$ cat src/rtl/mbx_pkg.sv
// Shared types for the mailbox: the register kinds an offset can decode to.
package mbx_pkg;
    typedef enum logic [2:0] {
        K_NONE = 3'd0,
        K_IEN  = 3'd1,
        K_STAT = 3'd2,
        K_CMD  = 3'd3,
        K_DAT  = 3'd4
    } reg_kind_e;
endpackage

$ cat src/rtl/mbx_port_dec.sv
// Address decoder for one access port.
// Maps a byte offset to a bank, register kind and channel. Assumes the two
// banks sit back to back from offset 0 and that 2*BANK_WORDS fits the word index.
module mbx_port_dec #(
    parameter int NCH    = 4,
    parameter int ADDR_W = 8
) (
    input  logic [ADDR_W-1:0]       addr,
    output logic                    hit,
    output logic                    bank,
    output mbx_pkg::reg_kind_e      kind,
    output logic [$clog2(NCH)-1:0]  ch
);
    localparam int WA = ADDR_W - 2;
    localparam int CH_W = $clog2(NCH);
    localparam logic [WA-1:0] BANK_WORDS = WA'(2 + 2 * NCH);
    localparam logic [WA-1:0] ALL_WORDS  = WA'(2 * (2 + 2 * NCH));

    logic [WA-1:0] word;
    logic [WA-1:0] local_w;
    logic [WA-1:0] slot;

    // Split the word index into bank, register kind and channel.
    always_comb begin
        word    = addr[ADDR_W-1:2];
        hit     = 1'b0;
        bank    = 1'b0;
        local_w = '0;
        kind    = mbx_pkg::K_NONE;
        ch      = '0;
        slot    = '0;
        if (word < BANK_WORDS) begin
            hit     = 1'b1;
            local_w = word;
        end else if (word < ALL_WORDS) begin
            hit     = 1'b1;
            bank    = 1'b1;
            local_w = word - BANK_WORDS;
        end
        if (hit) begin
            if (local_w == WA'(0)) begin
                kind = mbx_pkg::K_IEN;
            end else if (local_w == WA'(1)) begin
                kind = mbx_pkg::K_STAT;
            end else begin
                slot = local_w - WA'(2);
                ch   = CH_W'(slot >> 1);
                kind = slot[0] ? mbx_pkg::K_DAT : mbx_pkg::K_CMD;
            end
        end
    end
endmodule

$ cat src/rtl/mbx_bank.sv
// One directional mailbox bank: enable, pending status, command/data words, irqs.
// Both ports may write in the same cycle: port 0 (side A) wins on ordinary
// registers, status clears combine, and a data-word set beats a clear.
// Assumes wr[p] is only raised for accesses that decode into this bank.
module mbx_bank #(
    parameter int NCH = 4,
    parameter int DW  = 32
) (
    input  logic                      clk,
    input  logic                      rst_n,
    input  logic [1:0]                wr,
    input  logic [1:0]                rd,
    input  mbx_pkg::reg_kind_e        kind  [2],
    input  logic [$clog2(NCH)-1:0]    ch    [2],
    input  logic [DW-1:0]             wdata [2],
    output logic [DW-1:0]             rdata [2],
    output logic [NCH-1:0]            stat_o,
    output logic [NCH-1:0]            ien_o,
    output logic [NCH-1:0]            set_o,
    output logic [NCH-1:0]            clr_o,
    output logic [NCH-1:0]            irq_o
);
    localparam int CH_W = $clog2(NCH);

    logic [DW-1:0]  cmd_q [NCH];
    logic [DW-1:0]  dat_q [NCH];
    logic [NCH-1:0] stat_q, ien_q, irq_q;
    logic [NCH-1:0] set_v, clr_v;

    for (genvar c = 0; c < NCH; c++) begin : g_ch
        logic [1:0] cmd_hit, dat_hit;
        for (genvar p = 0; p < 2; p++) begin : g_port
            assign cmd_hit[p] = wr[p] && (kind[p] == mbx_pkg::K_CMD) && (ch[p] == CH_W'(c));
            assign dat_hit[p] = wr[p] && (kind[p] == mbx_pkg::K_DAT) && (ch[p] == CH_W'(c));
        end
        assign set_v[c] = |dat_hit;

        // Command word storage, side A beating side B.
        always_ff @(posedge clk) begin
            if (!rst_n)          cmd_q[c] <= '0;
            else if (cmd_hit[0]) cmd_q[c] <= wdata[0];
            else if (cmd_hit[1]) cmd_q[c] <= wdata[1];
        end

        // Data word storage, side A beating side B.
        always_ff @(posedge clk) begin
            if (!rst_n)          dat_q[c] <= '0;
            else if (dat_hit[0]) dat_q[c] <= wdata[0];
            else if (dat_hit[1]) dat_q[c] <= wdata[1];
        end
    end

    // Gather write-one-to-clear requests from both ports.
    always_comb begin
        clr_v = '0;
        for (int p = 0; p < 2; p++) begin
            if (wr[p] && (kind[p] == mbx_pkg::K_STAT)) clr_v = clr_v | wdata[p][NCH-1:0];
        end
    end

    // Pending status: clear first, then set, so a same-cycle set survives.
    always_ff @(posedge clk) begin
        if (!rst_n) stat_q <= '0;
        else        stat_q <= (stat_q & ~clr_v) | set_v;
    end

    // Interrupt enable register, side A beating side B.
    always_ff @(posedge clk) begin
        if (!rst_n)
            ien_q <= '0;
        else if (wr[0] && (kind[0] == mbx_pkg::K_IEN))
            ien_q <= wdata[0][NCH-1:0];
        else if (wr[1] && (kind[1] == mbx_pkg::K_IEN))
            ien_q <= wdata[1][NCH-1:0];
    end

    // Registered per-channel interrupt.
    always_ff @(posedge clk) begin
        if (!rst_n) irq_q <= '0;
        else        irq_q <= stat_q & ien_q;
    end

    // Per-port read mux; zero when the port is not reading this bank.
    always_comb begin
        for (int p = 0; p < 2; p++) begin
            rdata[p] = '0;
            if (rd[p]) begin
                case (kind[p])
                    mbx_pkg::K_IEN:  rdata[p][NCH-1:0] = ien_q;
                    mbx_pkg::K_STAT: rdata[p][NCH-1:0] = stat_q;
                    mbx_pkg::K_CMD:  rdata[p] = cmd_q[ch[p]];
                    mbx_pkg::K_DAT:  rdata[p] = dat_q[ch[p]];
                    default:         rdata[p] = '0;
                endcase
            end
        end
    end

    assign stat_o = stat_q;
    assign ien_o  = ien_q;
    assign set_o  = set_v;
    assign clr_o  = clr_v;
    assign irq_o  = irq_q;
endmodule

$ cat src/rtl/mbx_top.sv
// Two-way mailbox top: two access ports sharing one register file of two banks.
// Bank 0 carries A-to-B traffic and interrupts side B; bank 1 carries B-to-A
// traffic and interrupts side A. Reads are combinational within the access cycle.
module mbx_top #(
    parameter int NCH    = 4,
    parameter int DW     = 32,
    parameter int ADDR_W = 8
) (
    input  logic              clk,
    input  logic              rst_n,
    input  logic              a_sel,
    input  logic              a_write,
    input  logic [ADDR_W-1:0] a_addr,
    input  logic [DW-1:0]     a_wdata,
    output logic [DW-1:0]     a_rdata,
    input  logic              b_sel,
    input  logic              b_write,
    input  logic [ADDR_W-1:0] b_addr,
    input  logic [DW-1:0]     b_wdata,
    output logic [DW-1:0]     b_rdata,
    output logic [NCH-1:0]    a_irq,
    output logic [NCH-1:0]    b_irq
);
    localparam int CH_W = $clog2(NCH);

    logic [1:0]          p_sel, p_write, p_hit, p_bank;
    logic [ADDR_W-1:0]   p_addr  [2];
    logic [DW-1:0]       p_wdata [2];
    mbx_pkg::reg_kind_e  p_kind  [2];
    logic [CH_W-1:0]     p_ch    [2];

    logic [1:0][NCH-1:0] stat_all, ien_all, set_all, clr_all, irq_all;

    assign p_sel   = {b_sel, a_sel};
    assign p_write = {b_write, a_write};
    assign p_addr[0]  = a_addr;
    assign p_addr[1]  = b_addr;
    assign p_wdata[0] = a_wdata;
    assign p_wdata[1] = b_wdata;

    for (genvar p = 0; p < 2; p++) begin : g_dec
        mbx_port_dec #(.NCH(NCH), .ADDR_W(ADDR_W)) u_dec (
            .addr (p_addr[p]),
            .hit  (p_hit[p]),
            .bank (p_bank[p]),
            .kind (p_kind[p]),
            .ch   (p_ch[p])
        );
    end

    for (genvar g = 0; g < 2; g++) begin : g_bank
        logic [1:0]    wr, rd;
        logic [DW-1:0] rd_w [2];

        // Route each port's access to this bank when its offset lands here.
        always_comb begin
            for (int p = 0; p < 2; p++) begin
                wr[p] = p_sel[p] && p_write[p]  && p_hit[p] && (p_bank[p] == 1'(g));
                rd[p] = p_sel[p] && !p_write[p] && p_hit[p] && (p_bank[p] == 1'(g));
            end
        end

        mbx_bank #(.NCH(NCH), .DW(DW)) u_bank (
            .clk    (clk),
            .rst_n  (rst_n),
            .wr     (wr),
            .rd     (rd),
            .kind   (p_kind),
            .ch     (p_ch),
            .wdata  (p_wdata),
            .rdata  (rd_w),
            .stat_o (stat_all[g]),
            .ien_o  (ien_all[g]),
            .set_o  (set_all[g]),
            .clr_o  (clr_all[g]),
            .irq_o  (irq_all[g])
        );
    end

    // Merge bank read data; at most one bank drives non-zero per port.
    always_comb begin
        a_rdata = g_bank[0].rd_w[0] | g_bank[1].rd_w[0];
        b_rdata = g_bank[0].rd_w[1] | g_bank[1].rd_w[1];
    end

    assign b_irq = irq_all[0];
    assign a_irq = irq_all[1];
endmodule

$ cat config.mk
export PLATFORM = sky130hd
export DESIGN_NAME = mbx_top
export DESIGN_NICKNAME = d
export VERILOG_FILES = /design/src/rtl/mbx_pkg.sv /design/src/rtl/mbx_port_dec.sv /design/src/rtl/mbx_bank.sv /design/src/rtl/mbx_top.sv
export SDC_FILE = /design/constraint.sdc
export NUM_CORES = 1
export LEC_CHECK = 0
export BUFFER_PORTS_ARGS = -buffer_cell sky130_fd_sc_hd__clkbuf_2
export CORE_MARGIN = 2
export CORE_UTILIZATION = 57
export CTS_CLUSTER_DIAMETER = 60
export DETAILED_ROUTE_END_ITERATION = 10
export PLACE_DENSITY = 0.76
export REMOVE_ABC_BUFFERS = 1
export SLEW_MARGIN = 20
export SYNTH_ARGS = -nofsm -noshare
export SYNTH_HDL_FRONTEND = slang
export SYNTH_HIERARCHICAL = 1
export SYNTH_SLANG_ARGS = --single-unit
$ cat constraint.sdc
create_clock -name clk -period 3.65 [get_ports clk]
set_input_delay 0 -clock clk [delete_from_list [all_inputs] [get_ports clk]]
set_output_delay 0 -clock clk [all_outputs]
set_load 0.05 [all_outputs]
==> out/summary.txt <==
Final instance area - 37900 um^2
Mapped cell area - 32800 um^2
Top layer in use - met5
FMAX - 282 MHz
TritonCTS clock tree - built
WL met2 - 52800 um
Yosys warns - 6
Clk_lat worst skew - 0.62 ns
Worst Hold Class - in -> reg
Worst Skew - 0.00966 ns
Util after Layout - 0.669
DRC viols - 0
Commonest non-fill, non-tap cell in the layout - edfxtp_1
Drt total wl - 111000 um
H-tree Lvls - 2
Count of final hold-check violations - 0
Final setup fails - 0
Clock Pin Slew Worst Setup and Hold Paths - 0.05 ns
Antenna Cells - 0
GP Congestion - 0.934
Post-DRT Antenna Nets - 0
Core footprint - 56600 um^2
Area grow syn2layout - 15.5%
Setup TNS - 0 ns
Final Slew Violations - 0
Most frequent cells in the layout - edfxtp_1, a22o_1, mux4_2
Slew of the pin with the lowest slew margin - 1.12 ns
Layout Nets - 2673
TritonCTS Buffers - 58
Synth Area per Inst - 13.2 um^2
Die ar. - 59500 um^2
Post-Syn Instances - 2488
Placement Cell Area - 35100 um^2
Static leakage - 0.0126 uW
Power Total - 14900 uW
Layout cell share with drive strength beyond 1 - 0.303
Vias in the first global route - 26000
Period minus WS final - 3.55 ns
Starting Density - 0.580
Largest net degree at the start of global routing - 56
CTS root buf - clkbuf_16
Metal3 WL - 15400 um
Remaining Overflow, GRT - 0
Period Utilization, post-route - 0.971
Met1 Wirelength - 36100 um
Power density cells - 394 nW/um^2
Slew headroom - 0.253
Hold depth - 3
WS Path Type - in -> out
DRT iter0 DRCs - 3905
Outcome - complete, no violations
Die Span Y - 244 um
DP HPWL - 67000 um
Max-cap check violation count - 0
GRT Overall Usage - 0.369
Die width - 244 um
Avg WL per Cell - 32.7 um
CP Launch Type - primary input
Unrepaired setup endpoints after global routing - false
Port bufs - 153
Worst EP required - 3.65 ns
DR vias/cell - 7.54
Arr. time, crit path - 3.55 ns
Reg2Reg Depth - 3
Boundary pin count - 158
Crit end category - output pin
Initial antenna violation count - 1
R2r setup slk - 2.63 ns
Peak supply drop - 0.446 mV
Row cnt - 87
DR vias - 25500
Drt pass-1 iters - 6
Longest Clk Path Bufs - 3
Critical path peak fanout - 12
First-pass GRT wire length - 162000 um
Sink Count - 536
## worst paths after layout
path / startpoint / end
worst min-delay path: a_wdata[3] / g_bank[0].u_bank/ien_o[3]
worst max-delay path: a_addr[3] / a_rdata[4]
worst min register to register: g_bank[1].u_bank/stat_o[2] / g_bank[1].u_bank/stat_o[2]
worst max register to register: g_bank[0].u_bank/stat_o[3] / g_bank[0].u_bank/stat_o[3]
## state kept, by name, indices dropped and copies added, names as in the netlist
name / flops
g_bank.u_bank/ien_o: 8
g_bank.u_bank/irq_o: 8
g_bank.u_bank/stat_o: 8
g_bank.u_bank/cmd_q: 256
g_bank.u_bank/dat_q: 256
## critical path, cell delays in order
cell and delay, ns:
clkbuf_2 0.18, inv_1 0.09, ha_1 0.36, nand4b_1 0.13
nand4_2 0.20, nor3b_2 0.54, nor2b_1 0.36, nor2b_4 0.70
a22oi_1 0.16, nor2b_1 0.35, or2_2 0.21, clkbuf_2 0.28
## repair_timing
item	CTS	global route
setup endpoints to repair	0	7
buffers inserted	0	1
hold buffers	86	0
gates resized for setup	0	1
endpoints found under the hold margin	439	0
## per-stage QoR
step	instances	hold slack, ns	setup slack, ns
after detailed placement	3189	0.490	0.106
after CTS	3380	0.00345	0.119
final	3386	0.0231	0.104
after floorplan	2136	0.147	-22.48
after global placement	3189	0.485	0.224
after global routing	3386	0.0376	0.0510
## area by class of cell
cell class | count | area, um^2
tap | 756 | 946
multi-input combinational | 1587 | 15500
inverter | 13 | 48.8
fill | 3886 | 18700
clock buffer | 71 | 1500
sequential | 536 | 15900
timing repair buffer | 389 | 3730
clock inverter | 34 | 270
## routing by layer
layer	GRT usage	vias up
met1	0.466	12600
met4	0.199	2
li1	-	10100
met5	0	-
met2	0.600	2258
met3	0.0792	508
## power breakdown
part	total (uW)	internal, uW	switching (uW)
clock network	5640	3130	2510
logic	2110	952	1160
registers	7170	7020	149
(Power assumes the default switching activity.)
